$ cat config.mk
export PLATFORM = sky130hd
export DESIGN_NAME = gpio_mdr_regs
export DESIGN_NICKNAME = d
export VERILOG_FILES = /design/src/rtl/gpio_mdr_pkg.sv /design/src/rtl/gpio_mdr_decode.sv /design/src/rtl/gpio_mdr_sync.sv /design/src/rtl/gpio_mdr_bank.sv /design/src/rtl/gpio_mdr_regs.sv
export SDC_FILE = /design/constraint.sdc
export NUM_CORES = 1
export LEC_CHECK = 0
export ABC_AREA = 1
export CAP_MARGIN = 0
export CORE_MARGIN = 2
export CORE_UTILIZATION = 30
export CTS_CLUSTER_DIAMETER = 50
export DETAILED_ROUTE_END_ITERATION = 10
export GPL_TIMING_DRIVEN = 1
export MAX_ROUTING_LAYER = met4
export PLACE_DENSITY = 0.57
export SLEW_MARGIN = 20
export SYNTH_ARGS = -nofsm -noshare
export SYNTH_HDL_FRONTEND = slang
export SYNTH_SLANG_ARGS = --single-unit
$ cat constraint.sdc
create_clock -name clk -period 3.5 [get_ports clk]
set_clock_uncertainty 0.1 [all_clocks]
set_input_delay 0.7 -clock clk [delete_from_list [all_inputs] [get_ports clk]]
set_output_delay 0.7 -clock clk [all_outputs]
set_load 0.1 [all_outputs]
$ cat src/rtl/gpio_mdr_pkg.sv
package gpio_mdr_pkg;

    typedef enum logic [2:0] {
        RG_NONE,
        RG_MD_LO,
        RG_MD_HI,
        RG_PINS,
        RG_DIR,
        RG_OEN
    } rgn_e;

    localparam int unsigned WORD_W    = 32;
    localparam int unsigned HALF_W    = 16;
    localparam logic [31:0] PINS_BASE = 32'h060;
    localparam logic [31:0] CTRL_BASE = 32'h200;

    // Bit mask of the implemented pins in a bank of the given width.
    function automatic logic [31:0] bank_mask(input int unsigned pins);
        if (pins >= 32) return '1;
        return (32'd1 << pins) - 32'd1;
    endfunction

endpackage

$ cat src/rtl/gpio_mdr_decode.sv
module gpio_mdr_decode
    import gpio_mdr_pkg::*;
#(
    parameter int unsigned NUM_BANKS = 4,
    parameter int unsigned ADDR_W    = 10,
    parameter int unsigned BANK_W    = 2
) (
    input  logic [ADDR_W-1:0] addr,
    output rgn_e              rgn,
    output logic [BANK_W-1:0] bank
);
    localparam logic [31:0] MD_END   = 32'(8 * NUM_BANKS);
    localparam logic [31:0] PINS_END = PINS_BASE + 32'(4 * NUM_BANKS);
    localparam logic [31:0] CTRL_END = CTRL_BASE + 32'(64 * NUM_BANKS);

    logic [31:0] a;
    logic [31:0] off;

    always_comb begin
        a    = 32'(addr);
        off  = a - CTRL_BASE;
        rgn  = RG_NONE;
        bank = '0;
        if (addr[1:0] != 2'b00) begin
            rgn = RG_NONE;
        end else if (a < MD_END) begin
            bank = BANK_W'(a >> 3);
            rgn  = addr[2] ? RG_MD_HI : RG_MD_LO;
        end else if (a >= PINS_BASE && a < PINS_END) begin
            bank = BANK_W'((a - PINS_BASE) >> 2);
            rgn  = RG_PINS;
        end else if (a >= CTRL_BASE && a < CTRL_END) begin
            bank = BANK_W'(off >> 6);
            if (off[5:0] == 6'h04) rgn = RG_DIR;
            else if (off[5:0] == 6'h08) rgn = RG_OEN;
        end
    end
endmodule

$ cat src/rtl/gpio_mdr_sync.sv
module gpio_mdr_sync #(
    parameter int unsigned W = 32
) (
    input  logic         clk,
    input  logic         rst_n,
    input  logic [W-1:0] d_in,
    output logic [W-1:0] q_out
);
    logic [W-1:0] ff1, ff2;

    always_ff @(posedge clk or negedge rst_n) begin
        if (!rst_n) begin
            ff1 <= '0;
            ff2 <= '0;
        end else begin
            ff1 <= d_in;
            ff2 <= ff1;
        end
    end

    assign q_out = ff2;


    sync_stage_chk: assert property (@(posedge clk) disable iff (!rst_n)
        ff2 == $past(ff1));
endmodule

$ cat src/rtl/gpio_mdr_bank.sv
module gpio_mdr_bank
    import gpio_mdr_pkg::*;
#(
    parameter int unsigned PINS = 32
) (
    input  logic        clk,
    input  logic        rst_n,
    input  logic        we_lo,
    input  logic        we_hi,
    input  logic        we_dir,
    input  logic        we_oen,
    input  logic [31:0] wdata,
    output logic [31:0] out_q,
    output logic [31:0] dir_q,
    output logic [31:0] oen_q
);
    localparam logic [31:0] VALID = bank_mask(PINS);

    logic [15:0] m, d;
    assign m = wdata[31:16];
    assign d = wdata[15:0];

    always_ff @(posedge clk or negedge rst_n) begin
        if (!rst_n) begin
            out_q <= '0;
            dir_q <= '0;
            oen_q <= '0;
        end else begin
            if (we_lo)
                out_q[15:0]  <= ((out_q[15:0] & m) | (d & ~m)) & VALID[15:0];
            if (we_hi)
                out_q[31:16] <= ((out_q[31:16] & m) | (d & ~m)) & VALID[31:16];
            if (we_dir) dir_q <= wdata & VALID;
            if (we_oen) oen_q <= wdata & VALID;
        end
    end


    keep_masked_chk: assert property (@(posedge clk) disable iff (!rst_n)
        we_lo |=> ((out_q[15:0] & $past(wdata[31:16])) ==
                   ($past(out_q[15:0]) & $past(wdata[31:16]))));


    take_data_chk: assert property (@(posedge clk) disable iff (!rst_n)
        we_lo |=> ((out_q[15:0] & ~$past(wdata[31:16])) ==
                   ($past(wdata[15:0]) & ~$past(wdata[31:16]) & VALID[15:0])));


    hi_keep_chk: assert property (@(posedge clk) disable iff (!rst_n)
        we_hi |=> ((out_q[31:16] & $past(wdata[31:16])) ==
                   ($past(out_q[31:16]) & $past(wdata[31:16]))));


    spare_zero_chk: assert property (@(posedge clk) disable iff (!rst_n)
        ((out_q | dir_q | oen_q) & ~VALID) == 32'd0);
endmodule

$ cat src/rtl/gpio_mdr_regs.sv
module gpio_mdr_regs
    import gpio_mdr_pkg::*;
#(
    parameter int unsigned NUM_BANKS            = 4,
    parameter int unsigned BANK_PINS[NUM_BANKS] = '{32, 22, 32, 32},
    parameter int unsigned ADDR_W               = 10
) (
    input  logic                      clk,
    input  logic                      rst_n,
    input  logic                      bus_we,
    input  logic [ADDR_W-1:0]         bus_addr,
    input  logic [31:0]               bus_wdata,
    output logic [31:0]               bus_rdata,
    input  logic [NUM_BANKS*32-1:0]   pin_in,
    output logic [NUM_BANKS*32-1:0]   pin_out,
    output logic [NUM_BANKS*32-1:0]   pin_oe
);
    localparam int unsigned BANK_W = (NUM_BANKS > 1) ? $clog2(NUM_BANKS) : 1;
    localparam int unsigned PIN_W  = NUM_BANKS * WORD_W;

    rgn_e              rgn;
    logic [BANK_W-1:0] bank;
    logic [PIN_W-1:0]  pins_sync;
    logic [31:0]       pins_rd [NUM_BANKS];
    logic [31:0]       dir_rd  [NUM_BANKS];
    logic [31:0]       oen_rd  [NUM_BANKS];

    gpio_mdr_decode #(
        .NUM_BANKS(NUM_BANKS), .ADDR_W(ADDR_W), .BANK_W(BANK_W)
    ) u_dec (
        .addr(bus_addr), .rgn(rgn), .bank(bank)
    );

    gpio_mdr_sync #(.W(PIN_W)) u_sync (
        .clk(clk), .rst_n(rst_n), .d_in(pin_in), .q_out(pins_sync)
    );

    for (genvar g = 0; g < NUM_BANKS; g++) begin : g_bank
        logic        hit;
        logic [31:0] out_w;
        assign hit = bus_we && (bank == BANK_W'(g));

        gpio_mdr_bank #(.PINS(BANK_PINS[g])) u_bank (
            .clk   (clk),
            .rst_n (rst_n),
            .we_lo (hit && rgn == RG_MD_LO),
            .we_hi (hit && rgn == RG_MD_HI),
            .we_dir(hit && rgn == RG_DIR),
            .we_oen(hit && rgn == RG_OEN),
            .wdata (bus_wdata),
            .out_q (out_w),
            .dir_q (dir_rd[g]),
            .oen_q (oen_rd[g])
        );

        assign pins_rd[g]          = pins_sync[g*32 +: 32] & bank_mask(BANK_PINS[g]);
        assign pin_out[g*32 +: 32] = out_w;
        assign pin_oe[g*32 +: 32]  = dir_rd[g] & oen_rd[g];
    end

    always_comb begin
        bus_rdata = '0;
        unique case (rgn)
            RG_PINS: bus_rdata = pins_rd[bank];
            RG_DIR:  bus_rdata = dir_rd[bank];
            RG_OEN:  bus_rdata = oen_rd[bank];
            RG_NONE, RG_MD_LO, RG_MD_HI: bus_rdata = '0;
            default: bus_rdata = '0;
        endcase
    end


    ro_zero_chk: assert property (@(posedge clk) disable iff (!rst_n)
        (rgn == RG_NONE || rgn == RG_MD_LO || rgn == RG_MD_HI) |-> bus_rdata == 32'd0);


    idle_hold_chk: assert property (@(posedge clk) disable iff (!rst_n)
        !bus_we |=> ($stable(pin_out) && $stable(pin_oe)));
endmodule

**Word-level counts from Yosys, hierarchy flattened**

Index checks and enable logic that the tools add are counted.

- Register bits after elaboration: 610
- Output and inout bits: 288

- $add $sub $neg: 2
- Magnitude comparators: 6
- Equal/unequal tests: 10
- Muxes and demuxes: 21
- Bitwise operators: 23
- Reduce and logical (&&, ||, !) cells: 24

Operators by type and width:

| kind | count |
|---|---|
| binary-select mux 32 bit (select 2 bit) | 3 |
| 2-to-1 mux 32 bit | 6 |
| bitwise AND 16 bit | 8 |
| OR 16 bit | 7 |
| bitwise AND 32 bit | 3 |
| one-hot mux 32 bit (3 select lines) | 1 |
| bitwise AND 22 bit | 1 |
| logical AND 1 bit | 22 |
| 2-to-1 mux 3 bit | 6 |
| NOT 16 bit | 1 |
| greater-or-equal comparator 10 bit (second input constant) | 1 |
| greater-or-equal comparator 10 x 7 -> 1 bit (second input constant) | 1 |
| less-than comparator 10 bit (second input constant) | 1 |
| less-than comparator 10 x 6 -> 1 bit (second input constant) | 1 |
| less-than comparator 10 x 7 -> 1 bit (second input constant) | 1 |
| 2-to-1 mux 2 bit | 5 |
| subtractor 8 x 1 -> 8 bit (second input constant) | 1 |
| bitwise AND 6 bit | 1 |
| == test 3 x 2 -> 1 bit (second input constant) | 2 |
| == test 3 bit (second input constant) | 2 |
| == test 6 x 3 -> 1 bit (second input constant) | 1 |
| == test 6 x 4 -> 1 bit (second input constant) | 1 |
| OR 6 bit | 1 |
| == test 2 bit (second input constant) | 2 |
| 7 further kinds | 7 |

**Depth between registers and ports, before layout**

- Depth in word-level cells: 11
- Mapped depth: 14
- Gate-level depth less buffers: 13

**Cells and area by module**

Synthesis repeated with hierarchy kept, for this count alone.

- Cell total of the unflattened synthesis: 3,194
- Area total of the unflattened synthesis: 26,345.3 um2

Modules (own cells, without submodules):

| module | instances | cells an instance | area an instance (um2) |
|---|---|---|---|
| gpio_mdr_bank (g_bank[0].u_bank ...) | 3 | 420 | 3,892.5 |
| gpio_mdr_sync | 1 | 256 | 6,406.1 |
| gpio_mdr_regs | 1 | 1,303 | 5,089.9 |
| gpio_mdr_bank (g_bank[1].u_bank) | 1 | 335 | 2,970.3 |
| gpio_mdr_decode | 1 | 40 | 201.4 |

**Worst setup path before layout**

OpenSTA, ideal clock, no wires.

- Path type: input to output
- Start point: input port bus_addr[9]
- End point: output port bus_rdata[21]
- Arrival: 2.732 ns
- Path slack: -0.032 ns
- Stages: 11
- Cells stage by stage: nor2_2 -> nand2_1 -> nor2_2 -> nand2_2 -> a21oi_4 -> buf_2 -> buf_1 -> nand2_1 -> nand2_1 -> nand2_1 -> nand3_1

- Cells in the longest elaborated chain, start to end: 11
- Elaborated cells between the ends (all ways): 29
- Those cells by class: order compare (5); eq/ne (3); mux (18); bitwise (1); reduce/logical (2)

RTL lines:

| item | RTL line | text |
|---|---|---|
| start: declaration | gpio_mdr_regs.sv:11 | `input logic [ADDR_W-1:0] bus_addr,` |
| greater-or-equal comparator 10 bit or less-than comparator 10 bit (tied branches) | gpio_mdr_decode.sv:32 | `end else if (a >= CTRL_BASE && a < CTRL_END) begin` |
| logical AND 1 bit | gpio_mdr_decode.sv:32 |  |
| 2-to-1 mux 2 bit | gpio_mdr_decode.sv:32 |  |
| 2-to-1 mux 2 bit | gpio_mdr_decode.sv:29 | `end else if (a >= PINS_BASE && a < PINS_END) begin` |
| 2-to-1 mux 2 bit | gpio_mdr_decode.sv:26 | `end else if (a < MD_END) begin` |
| 2-to-1 mux 2 bit | gpio_mdr_decode.sv:24 | `if (addr[1:0] != 2'b00) begin` |
| NOT 2 -> 3 bit (not written as such) | gpio_mdr_regs.sv:64, gpio_mdr_regs.sv:65, gpio_mdr_regs.sv:66 |  |
| binary-select mux 32 bit (select 2 bit) (on tied branches) | gpio_mdr_regs.sv:66, gpio_mdr_regs.sv:64, gpio_mdr_regs.sv:65 |  |
| 2-to-1 mux 32 bit (on tied branches) (2 in series) | gpio_mdr_regs.sv:66, gpio_mdr_regs.sv:64, gpio_mdr_regs.sv:65 |  |
| one-hot mux 32 bit (3 select lines) * | gpio_mdr_regs.sv:63 | `unique case (rgn)` |
| end: declaration | gpio_mdr_regs.sv:13 | `output logic [31:0] bus_rdata,` |

Every way passes the cells marked *; elsewhere a longest branch is shown, timed or not. The select of a mux whose other input is x is not followed.

**Worst setup path after layout**

- Start point: input port bus_addr[4]
- End point: output port bus_rdata[6]

- Cells in the longest elaborated chain, start to end: 11
- Elaborated cells between the ends (all ways): 34
- Those cells by class: add/sub (1); order compare (5); eq/ne (5); mux (20); bitwise (1); reduce/logical (2)

RTL lines:

| item | RTL line |
|---|---|
| parallel branches: the longest is 10 deep, another holds subtractor 8 x 1 -> 8 bit | n/a |
| one-hot mux 32 bit (3 select lines) * | gpio_mdr_regs.sv:63 |

Every way passes the cells marked *. The select of a mux whose other input is x is not followed.

==> metrics <==
outcome=finished, final reports clean; Max Transition Viols Final=0; CP max stage cell=dlygate4sd2_1; overall routing resource usage=22.2%; r2r setup slk=2.67 ns; Syn Area/Cell=8.69 sq um; worst skew pair latency=0.64 ns; area of the core=81700 sq um; ANT nets after route=0; Critical Path RT=2.70 ns; drt total wl=92100 um; Die ar.=84500 sq um; Final period util=97.2%; critical path arrival=2.60 ns; share of post-route cells with drive strength above 1=21.3%; startpoint types=primary input; Leak=18.1 nW; Top delay family on crit path=buffers and inverters; io pins=461; Setup CP Type=in2out; fmax=0.294 GHz; most frequent cells in the layout=1101 x nand2_1, 590 x dfrtp_1, 332 x nand3_1; fin nets=3534; critical path's most frequent cell=buf_4; met1 Track Usage GR=28.1%; Worst path max stage delay=0.28 ns; Clk pwr share=50.8%; Residual DRC=0; Final Hold Vio Count=0; via count=21400; setup violators final=0; Cell Area, Synth=24600 sq um; DRT iter0 DRCs=1769; Sink Count=590; critical path endpoint category=primary output; Placed Instance Area=31100 sq um; crit-path cells=dlygate4sd2_1 -> inv_1 -> nand3_2 -> nor2_2 -> buf_4 -> buf_4 -> nor2_1 -> nor3_4 -> clkbuf_16 -> buf_4 -> nand2_4 -> nand3_4 -> buf_12; Crit path buffers/inverters=7; Post-synth EDFFs=0; Placer Congestion=0.877; GR peak layer=met2; first-pass GRT wire length=136000 um; Tightest Pin Transition=0.969 ns; post-DR wirelength/cell=20.4 um; worst-path fanout max=8; CTS Buf Count=84; met2 Track Usage GR=34.8%; H-tree depth=3; Flop pwr share=41.3%; initial antenna violation count=3; fill count=8034; Longest Clk Path Bufs=3; Cell Rows=105; Slew HR=35.2%; sequential-to-total area share from yosys stat=59.9%; net switching power=4.54 mW; max_cap viols=0; die width=291 um; power density over the cells=497 nW/um^2; FFs w/ async S/R, synth=100%; Cells after DPL=4317; first-pass detailed-route iteration total=7; Area Overhead vs Synth=41.1%; post-synthesis register bit count=590; design area=34800 sq um; CTS tree=built; die height=291 um; largest net degree at the start of global routing=102; Tmin final=3.40 ns; Yosys warning count=0; Via density=4.74; combinational cell fraction of total power=7.9%; most used flip-flop cell after synthesis=dfrtp_1; Distinct cells, synth=29; PortBufs=430; utilization after layout=42.6%; Cell Int Power=12.7 mW; cells after synthesis=2837; clk root buf=clkbuf_16; fin cells=4505; Post-DP HPWL=64400 um; initial core utilization=30.2%; switching share of power=26.2%; hold crit path type=reg2reg; clock transition at the registers of the reported paths=0.05 ns; maximum vdd drop=0.346 mV; GRT overflow=0; grt met3 use=5.08%; number of global-route vias before repair=21100; commonest non-fill, non-tap cell in the layout=nand2_1
## cell usage after synthesis (13+ instances only)
library cell	number	share of area [%]
a21oi_1	32	0.65
dfrtp_1	590	60
clkbuf_1	71	1.1
nand2_1	1120	17
buf_1	22	0.34
nor2_1	43	0.65
o21ai_0	141	2.9
buf_6	13	0.59
o21ai_2	47	1.7
o21ai_1	98	2.0
nand4_1	20	0.51
inv_1	160	2.4
nand3_1	363	7.4
buf_4	21	0.64
buf_2	61	1.2
## final cells by class
type / count / area, sq um / share of cell area, %
Tap cell: 1070 / 1340 / 3.85
Multi-Input combinational cell: 1909 / 8690 / 25.0
Antenna cell: 4 / 10.0 / 0.0288
Inverter: 169 / 634 / 1.82
Clock inverter: 57 / 693 / 1.99
Timing Repair Buffer: 607 / 6390 / 18.4
Sequential cell: 590 / 14800 / 42.4
Clock buffer: 99 / 2260 / 6.50
## worst reg2reg max path, cell delays in order, from the launching register on
cell,delay [ns]
dfrtp_1,0.40
nor2_1,0.12
a21oi_1,0.06
## metal layers
layer	up-vias	share of wire, %
met4	0	3.3
met3	152	7.4
li1	10100	-
met5	-	0
met1	10300	42
met2	777	47
## metrics by stage
stage          TNS (ns)  setup WS [ns]  power (mW)  hold WS, ns
2_1_floorplan         0         0.0411        7.89        0.231
3_3_place_gp      -5.26         -0.233        8.56        0.232
3_5_place_dp      -6.29         -0.249        8.57        0.235
4_1_cts               0         0.0103        17.4        0.203
5_1_grt         -0.0188        -0.0118        17.9        0.219
6_report              0         0.0988        17.3        0.203
## power by group through the flow
| stage | clock network (mW) | logic, mW | registers (mW) |
|---|---|---|---|
| final | 8.79 | 1.36 | 7.14 |
| after global placement | 0 | 1.31 | 7.25 |
| after CTS | 8.95 | 1.36 | 7.14 |
| after global routing | 9.28 | 1.47 | 7.16 |
| after detailed placement | 0 | 1.31 | 7.26 |
| after floorplan | 0 | 0.479 | 7.41 |
## timing repair
item / in CTS / in global routing
setup endpoints to repair: 32 / 32
gates resized for setup: 46 / 45
cloned: 9 / 3
hold buffers: 1 / 0
pin swaps: 7 / 12
buffers inserted: 10 / 6
endpoints found under the hold margin: 49 / 0
## cell families after synthesis
kind of cell	share of synthesized area (%)
AO/OA/AOI/OAI	7.24
buffers and inverters	6.48
flip-flops	59.9
other	0.0152
AND/OR/NAND/NOR	26.4
## worst paths after layout
check	from	endpoint	cells after the start
worst max-delay path	bus_addr[4]	bus_rdata[6]	13
worst min-delay path	u_sync.ff1[127]	u_sync.q_out[127]	0
worst max register to register	g_bank[0].u_bank.oen_q[23]	g_bank[0].u_bank.oen_q[23]	2
worst min register to register	u_sync.ff1[127]	u_sync.q_out[127]	0
max in group asynchronous	rst_n	g_bank[0].u_bank.oen_q[25]	3
min in group asynchronous	rst_n	u_sync.ff1[6]	2
Note: power is estimated with default switching activity, not from simulation.
